$ cat config.mk
export PLATFORM = sky130hd
export DESIGN_NAME = sref_align_top
export DESIGN_NICKNAME = d
export VERILOG_FILES = /design/src/rtl/sref_pkg.sv /design/src/rtl/sref_capture.sv /design/src/rtl/sref_event.sv /design/src/rtl/sref_timing.sv /design/src/rtl/sref_align_top.sv
export SDC_FILE = /design/constraint.sdc
export NUM_CORES = 1
export LEC_CHECK = 0
export BUFFER_PORTS_ARGS = -buffer_cell sky130_fd_sc_hd__buf_2
export CORE_MARGIN = 1.5
export CORE_UTILIZATION = 47
export CTS_CLUSTER_DIAMETER = 30
export DETAILED_ROUTE_END_ITERATION = 10
export GPL_TIMING_DRIVEN = 0
export PLACE_DENSITY = 0.72
export RECOVER_POWER = 100
export SYNTH_ARGS = -nofsm -noshare
export SYNTH_HDL_FRONTEND = slang
export SYNTH_HIERARCHICAL = 1
export SYNTH_SLANG_ARGS = --single-unit
$ cat constraint.sdc
create_clock -name clk -period 1.3 [get_ports clk]
set_input_delay 0.26 -clock clk [delete_from_list [all_inputs] [get_ports clk]]
set_output_delay 0.26 -clock clk [all_outputs]
set_load 0.02 [all_outputs]
$ cat src/rtl/sref_pkg.sv
package sref_pkg;

  typedef struct packed {
    logic div;
    logic jesd;
    logic dec;
  } sref_mask_t;

  function automatic int cnt_width(input int n);
    return (n > 1) ? $clog2(n) : 1;
  endfunction

endpackage

$ cat src/rtl/sref_capture.sv
module sref_capture #(
  parameter int MAX_DLY = 8,
  localparam int DLY_W = sref_pkg::cnt_width(MAX_DLY)
) (
  input  logic             clk,
  input  logic             rst,
  input  logic             sysref_in,
  input  logic [DLY_W-1:0] dly_sel,
  output logic             sref_dly
);

  logic [MAX_DLY-1:0] taps;

  always_ff @(posedge clk) begin
    if (rst) taps[0] <= 1'b0;
    else     taps[0] <= sysref_in;
  end

  for (genvar i = 1; i < MAX_DLY; i++) begin : g_tap
    always_ff @(posedge clk) begin
      if (rst) taps[i] <= 1'b0;
      else     taps[i] <= taps[i-1];
    end
  end

  assign sref_dly = taps[dly_sel];

endmodule

$ cat src/rtl/sref_event.sv
module sref_event (
  input  logic clk,
  input  logic rst,
  input  logic ext_sref,
  input  logic manual_bit,
  input  logic src_sel,
  output logic ev
);

  logic man_q;
  logic prev_q;
  logic src;

  assign src = src_sel ? man_q : ext_sref;

  always_ff @(posedge clk) begin
    if (rst) begin
      man_q  <= 1'b0;
      prev_q <= 1'b0;
      ev     <= 1'b0;
    end else begin
      man_q  <= manual_bit;
      prev_q <= src;
      ev     <= src & ~prev_q;
    end
  end

endmodule

$ cat src/rtl/sref_timing.sv
module sref_timing
  import sref_pkg::*;
#(
  parameter int SAMP_PER_FRAME = 4,
  parameter int FRAMES_PER_MF  = 16,
  parameter int DEC_FACTOR     = 8
) (
  input  logic       clk,
  input  logic       rst,
  input  logic       ev,
  input  sref_mask_t mask,
  input  logic       ddc_mode,
  input  logic       nco_gate,
  output logic [1:0] div_phase,
  output logic       frame_strobe,
  output logic       lmfc_strobe,
  output logic       dec_strobe,
  output logic       nco_rst,
  output logic       misalign
);

  localparam int FW = cnt_width(SAMP_PER_FRAME);
  localparam int KW = cnt_width(FRAMES_PER_MF);
  localparam int DW = cnt_width(DEC_FACTOR);
  localparam logic [FW-1:0] FRM_LAST = FW'(SAMP_PER_FRAME - 1);
  localparam logic [KW-1:0] MF_LAST  = KW'(FRAMES_PER_MF - 1);
  localparam logic [DW-1:0] DEC_LAST = DW'(DEC_FACTOR - 1);

  logic [FW-1:0] frm_q, frm_nat, frm_nxt;
  logic [KW-1:0] mf_q, mf_nat, mf_nxt;
  logic [DW-1:0] dec_q, dec_nxt;
  logic [1:0]    div_nxt;
  logic          hit_div, hit_jesd, hit_dec;

  assign hit_div  = ev & ~mask.div;
  assign hit_jesd = ev & ~mask.jesd;
  assign hit_dec  = ev & ~mask.dec & ddc_mode;

  always_comb begin
    frm_nat = (frm_q == FRM_LAST) ? '0 : frm_q + FW'(1);
    mf_nat  = mf_q;
    if (frm_q == FRM_LAST)
      mf_nat = (mf_q == MF_LAST) ? '0 : mf_q + KW'(1);
    frm_nxt = hit_jesd ? '0 : frm_nat;
    mf_nxt  = hit_jesd ? '0 : mf_nat;
    div_nxt = hit_div ? 2'd0 : div_phase + 2'd1;
    if (hit_dec)               dec_nxt = '0;
    else if (dec_q == DEC_LAST) dec_nxt = '0;
    else                        dec_nxt = dec_q + DW'(1);
  end

  always_ff @(posedge clk) begin
    if (rst) begin
      frm_q        <= '0;
      mf_q         <= '0;
      dec_q        <= '0;
      div_phase    <= 2'd0;
      frame_strobe <= 1'b0;
      lmfc_strobe  <= 1'b0;
      dec_strobe   <= 1'b0;
      nco_rst      <= 1'b0;
      misalign     <= 1'b0;
    end else begin
      frm_q        <= frm_nxt;
      mf_q         <= mf_nxt;
      dec_q        <= dec_nxt;
      div_phase    <= div_nxt;
      frame_strobe <= (frm_nxt == '0);
      lmfc_strobe  <= (frm_nxt == '0) && (mf_nxt == '0);
      dec_strobe   <= (dec_nxt == '0);
      nco_rst      <= ev & ddc_mode & ~nco_gate;
      misalign     <= hit_jesd & ((frm_nat != '0) || (mf_nat != '0));
    end
  end

endmodule

$ cat src/rtl/sref_align_top.sv
module sref_align_top
  import sref_pkg::*;
#(
  parameter int MAX_DLY        = 8,
  parameter int SAMP_PER_FRAME = 4,
  parameter int FRAMES_PER_MF  = 16,
  parameter int DEC_FACTOR     = 8,
  localparam int DLY_W = cnt_width(MAX_DLY)
) (
  input  logic             clk,
  input  logic             rst,
  input  logic             sysref_in,
  input  logic [DLY_W-1:0] dly_sel,
  input  logic             src_sel,
  input  logic             manual_bit,
  input  logic             mask_div,
  input  logic             mask_jesd,
  input  logic             mask_dec,
  input  logic             ddc_mode,
  input  logic             nco_gate,
  output logic [1:0]       div_phase,
  output logic             frame_strobe,
  output logic             lmfc_strobe,
  output logic             dec_strobe,
  output logic             nco_rst,
  output logic             misalign
);

  logic       sref_dly;
  logic       sref_ev;
  sref_mask_t mask;

  assign mask = '{div: mask_div, jesd: mask_jesd, dec: mask_dec};

  sref_capture #(.MAX_DLY(MAX_DLY)) u_cap (
    .clk(clk), .rst(rst), .sysref_in(sysref_in),
    .dly_sel(dly_sel), .sref_dly(sref_dly)
  );

  sref_event u_evt (
    .clk(clk), .rst(rst), .ext_sref(sref_dly),
    .manual_bit(manual_bit), .src_sel(src_sel), .ev(sref_ev)
  );

  sref_timing #(
    .SAMP_PER_FRAME(SAMP_PER_FRAME),
    .FRAMES_PER_MF(FRAMES_PER_MF),
    .DEC_FACTOR(DEC_FACTOR)
  ) u_tim (
    .clk(clk), .rst(rst), .ev(sref_ev), .mask(mask),
    .ddc_mode(ddc_mode), .nco_gate(nco_gate),
    .div_phase(div_phase), .frame_strobe(frame_strobe),
    .lmfc_strobe(lmfc_strobe), .dec_strobe(dec_strobe),
    .nco_rst(nco_rst), .misalign(misalign)
  );

endmodule

Word-level counts from Yosys, hierarchy flattened
Index checks and enable logic that the tools add are counted.

storage, ports and cells
  register bits = 27
  bits in latches = 0
  memory bits (writable) = 0
  memory bits (read-only) = 0
  input bits = 13
  memories kept = 0

operators by class
  add/subtract/negate cells = 4
  multiply operators = 0
  div/mod/pow operators = 0
  magnitude comparators = 1
  equal/unequal tests = 3
  shifts and indexed selects = 0
  mux-type cells = 10
  bitwise operators = 13
  reduce and logical (&&, ||, !) cells = 8

operators by type and width
  operator               count
  $mux W4                3
  $and A1 B1 Y1          8
  $mux W3                2
  $not A1 Y1             5
  $add A2 B1 Y2 const B  2
  $add A4 B1 Y4 const B  1
  $eq A4 B4 Y1 const B   1
  $logic_not A4 Y1       1
  $lt A3 B4 Y1 const B   1
  $mux W2                2
  $reduce_bool A4 Y1     1
  $add A3 B1 Y3 const B  1
  $bmux W1 S3            1
  $eq A3 B3 Y1 const B   1
  $logic_not A3 Y1       1
  $eq A2 B2 Y1 const B   1
  $logic_not A2 Y1       1
  $mux W1                2
  $reduce_bool A2 Y1     1
  $reduce_or A2 Y1       1
  $logic_and A1 B1 Y1    1
  $logic_or A1 B1 Y1     1

Logic depth before layout (Yosys ltp)
  depth after elaboration = 6
  mapped depth = 6

Modules after synthesis
Netlist, hierarchy kept.

modules (own cells, without submodules)
  module        times used  cells an instance  area an instance (um^2)  sequential area each (um^2)
  sref_timing   1           71                 704.4                    320.3
  sref_capture  1           19                 274.0                    160.2
  sref_event    1           7                  90.1                     60.1

Least setup slack after synthesis
No wires, ideal clock.

  path kind = input to register
  start = input dly_sel[0]
  end = register u_evt.prev_q
  arrival = 1.259 ns
  data required time = 1.179 ns
  slack = -0.080 ns
  cell stages on the path = 4
  cells stage by stage = mux4_1 > mux2_2 > mux2i_1 > nor2_1

between the ends
  word-level cells in the longest chain between the ends = 3

ends and longest elaborated chain
  item                           RTL line              text
  start: declaration             sref_align_top.sv:13  input logic [DLY_W-1:0] dly_sel,
  $bmux W1 S3                    sref_capture.sv:26    assign sref_dly = taps[dly_sel];
  $mux W1 (not written as such)  sref_capture.sv:26
  named net sref_dly             sref_align_top.sv:29  logic sref_dly;
  $mux W1                        sref_event.sv:14      assign src = src_sel ? man_q : ext_sref;
  end signal: assignment         sref_event.sv:23      prev_q <= src;
  end: declaration               sref_event.sv:11      logic prev_q;

The timed path passes the listed nets, and every way through them passes these cells. The select of a mux whose other input is x is not followed.
A chain may end at the register's enable or synchronous reset.

Final worst setup path
  start = register u_cap.taps[5]
  end = register u_evt.prev_q

between the ends
  word-level cells in the longest chain between the ends = 3

ends and longest elaborated chain
  item                              RTL line              text
  start: declaration                sref_capture.sv:12    logic [MAX_DLY-1:0] taps;
  start signal: indexed assignment  sref_capture.sv:22    else taps[i] <= taps[i-1];
  $bmux W1 S3                       sref_capture.sv:26
  $mux W1 (not written as such)     sref_capture.sv:26
  named net sref_dly                sref_align_top.sv:29
  $mux W1                           sref_event.sv:14

The timed path passes the listed nets, and every way through them passes these cells. The select of a mux whose other input is x is not followed.

==> impl_results.md <==
* Final net count at between 100 and 150
* Leakage Power at 0.539 nW
* Vias per cell at 4.97
* Crit path kind: reg2reg
* Final Cycle Share at 109%
* Syn avg cell area at ~11 sq um
* Initial core utilization at about half
* Maximum clock path buffer count at 2
* CP required at between 1.5 and 2 ns
* CP arrival at roughly 1.6 ns
* DRC at 0
* Max cap viols at 0
* Tmin final at approximately 1.4 ns
* Failing checks: negative setup slack
* Placer's final routability congestion estimate at slightly above 0.7
* Area growth syn-to-layout at 23.4%
* Largest net degree at the start of global routing at 16
* Worst IR drop on VDD at ~850 uV
* Synth Warn # at 6
* DP HPWL at ~1.2 mm
* CTS clk-pin slew, worst paths at about 0.14 ns
* CP startpoint: u_cap/taps[5]
* Port-buffer cells at 19
* First-pass GRT wire length at ~3.0 mm
* Layout cells sized above 1 at 32.5%
* Total vias in the final route at 765
* Synth Cell Area at around 0.0011 sq mm
* Worst slack at placement at -0.248 ns
* CTS tree: yes
* Maximum clock rate at ~700 MHz
* Fin cells at approximately 150
* Setup violations, final at 4
* Unrepaired setup endpoints after global routing: yes
* Net Count, Synth at about 120
* Worst-skew pair later-pin latency at about 0.31 ns
* Clock buffer count from CTS at 3
* Initial antenna violation count at 0
* Die Height at around 50 microns
* Sink Count at 27
* Hold_sp: nco_gate
* Critical path launch point type: register
* Antenna Diode Count at 0
* Netlist cell types at 32
* # IOs at 20
* Antenna Nets Post-Route at 0
* Worst Max-Slew Pin Slew at between 0.2 and 0.3 ns
* Core Footprint at 0.00217 sq mm
* RR Startpoint: u_cap/taps[5]
* Worst clock skew at 0.00241 ns
* Crit path max fanout at 2
* Grt ovf at 0
* Hold Fails Final Rpt at 0
* Cell taking the most area after synthesis: dfxtp_1
* Yosys top cell area share at between 50% and 60%
* Root Buffer: clkbuf_4
* Critical Path End Type: register
* Average wire per standard cell at ~11 microns
* PwrDens at around 1100 mW/mm^2
* H-tree Lvls at 1
* Relative slew slack at between 80 and 90%
* Initial DRC Count at 13
* Synth area leaders: dfxtp_1 51%, nor2b_1 6.4%, ha_1 5.9%
* Routed wire length at approximately 1.7 mm
* Die ar. at 0.00257 sq mm
* Sequential fraction of the synthesis area at between 50% and 60%
* Number of global-route vias before repair at about 760
* Die Width at 50.7 microns
* Router iterations before antenna repair at 3
* FP Rows at 17
* Post-Synthesis Cells at 97
* Final Max Slew Viols at 0
* Post-CTS Hold Buffers at 0
* Overall Global Routing Usage at 15.3%
* Min-Delay Path Class: in2reg
* Slack of the critical path at -0.122 ns
* Seq cells post-synth at 27
* Placed insts at between 100 and 150
* Util after Layout at roughly 60%
* Status: complete, but fails checks
[where the power goes]
part | leakage [nW] | switching [mW] | internal, mW
logic | 0.298 | 0.107 | 0.108
registers | 0.223 | 0.0260 | 0.871
clock network | 0.0177 | 0.227 | 0.115
total | 0.539 | 0.360 | 1.09
[synth_stat cells (all sizes together)]
| cell type | number |
|---|---|
| a211oi | 1 |
| a21o | 1 |
| a21oi | 4 |
| a311oi | 1 |
| a31oi | 1 |
| a41oi | 1 |
| and4b | 1 |
| buf | 3 |
| clkbuf | 1 |
| dfxtp | 27 |
| ha | 5 |
| inv | 5 |
| mux2 | 1 |
| mux2i | 2 |
| mux4 | 2 |
| nand2 | 3 |
| nand4b | 2 |
| nor2 | 8 |
| nor2b | 11 |
| nor3 | 5 |
| nor3b | 2 |
| nor4 | 2 |
| nor4b | 1 |
| o21a | 1 |
| o21ai | 1 |
| o22ai | 1 |
| or2 | 1 |
| or3 | 1 |
| xnor2 | 1 |
| xor2 | 1 |
[timing repair]
| action | CTS | global route |
|---|---|---|
| resized for setup | 7 | 2 |
| setup endpoints to repair | 4 | 5 |
| setup buffers | 6 | 0 |
| pin swaps | 1 | 2 |
[layout by cell type (no fill, tap or decap), types with 2 or more instances in the layout]
master    Yosys  layout
clkbuf_1      1       7
dfxtp_1      27      23
nand4b_1      2       2
clkbuf_4      0       3
buf_2         1      13
nand2_1       3       3
buf_6         2       2
nor3_1        3       2
dfxtp_4       0       2
inv_1         5       5
nor3_2        2       3
ha_4          0       2
a21oi_1       4       4
mux4_2        0       2
dfxtp_2       0       2
buf_4         0       6
ha_1          5       3
nor3b_1       2       2
nor4_1        2       2
nor2_1        8       8
nor2b_1      11      11
[cells by family (layout without fill, tap and decap cells)]
logic type,Yosys count,in the layout,synth area share (%)
XOR/XNOR,2,2,1.64
buffers and inverters,9,38,4.68
AO/OA/AOI/OAI,12,12,7.26
multiplexers,5,5,7.85
adder cells (fa/ha/maj),5,5,5.85
flip-flops,27,27,50.6
AND/OR/NAND/NOR,37,37,22.1
[final timing paths]
| path | endpoint | slack (ns) | depth (start not counted) |
|---|---|---|---|
| setup reg to reg | u_evt/prev_q | -0.12 | 4 |
| hold / removal | u_tim/nco_rst | 0.09 | 2 |
| setup / recovery | u_evt/prev_q | -0.12 | 4 |
| hold reg to reg | u_evt/ev | 0.42 | 1 |
[final cells by class]
class                   instances  area (sq um)
fillers                       204           851
flip-flops and latches         27           551
multi-input cells              61           523
repair buffers                 25           133
well taps                      28          35.0
plain buffers                   4          31.3
clock buffers                   3          22.5
inverters                       5          18.8
clock inverters                 1          5.00
[worst max-delay path, cell delays in order (launching register included)]
cell     delay (ns)
dfxtp_2        0.34
mux4_2         0.45
mux2_4         0.30
mux2i_4        0.17
nor2_1         0.06
[per-layer routing]
layer / track usage (%) / vias to the layer above / routed length, microns
li1: - / 397 / -
met1: 16.8 / 354 / 753
met2: 27.9 / 12 / 870
met3: 4.46 / 2 / 74
met4: 5.41 / 0 / 17
met5: 0 / - / 0
[state kept, by name, indices dropped and copies added (netlist names), 2 cells and up]
name and cells:
u_cap/taps 8, u_tim/mf_q 4, u_tim/dec_q 3, u_tim/div_phase 2, u_tim/frm_q 2
[metrics by stage]
| stage | total power [mW] | area [sq um] | hold slack, ns | TNS, ns |
|---|---|---|---|---|
| finish | 1.45 | 1320 | 0.0945 | -0.345 |
| global placement | 1.10 | 1220 | 0.393 | -0.593 |
| floorplan | 1.04 | 1090 | 0.327 | -0.0897 |
| global route | 1.55 | 1320 | 0.0604 | -0.625 |
| detailed placement | 1.11 | 1220 | 0.397 | -0.720 |
| CTS | 1.46 | 1310 | 0.0894 | -0.270 |
Note: power is estimated with default switching activity, not from simulation.
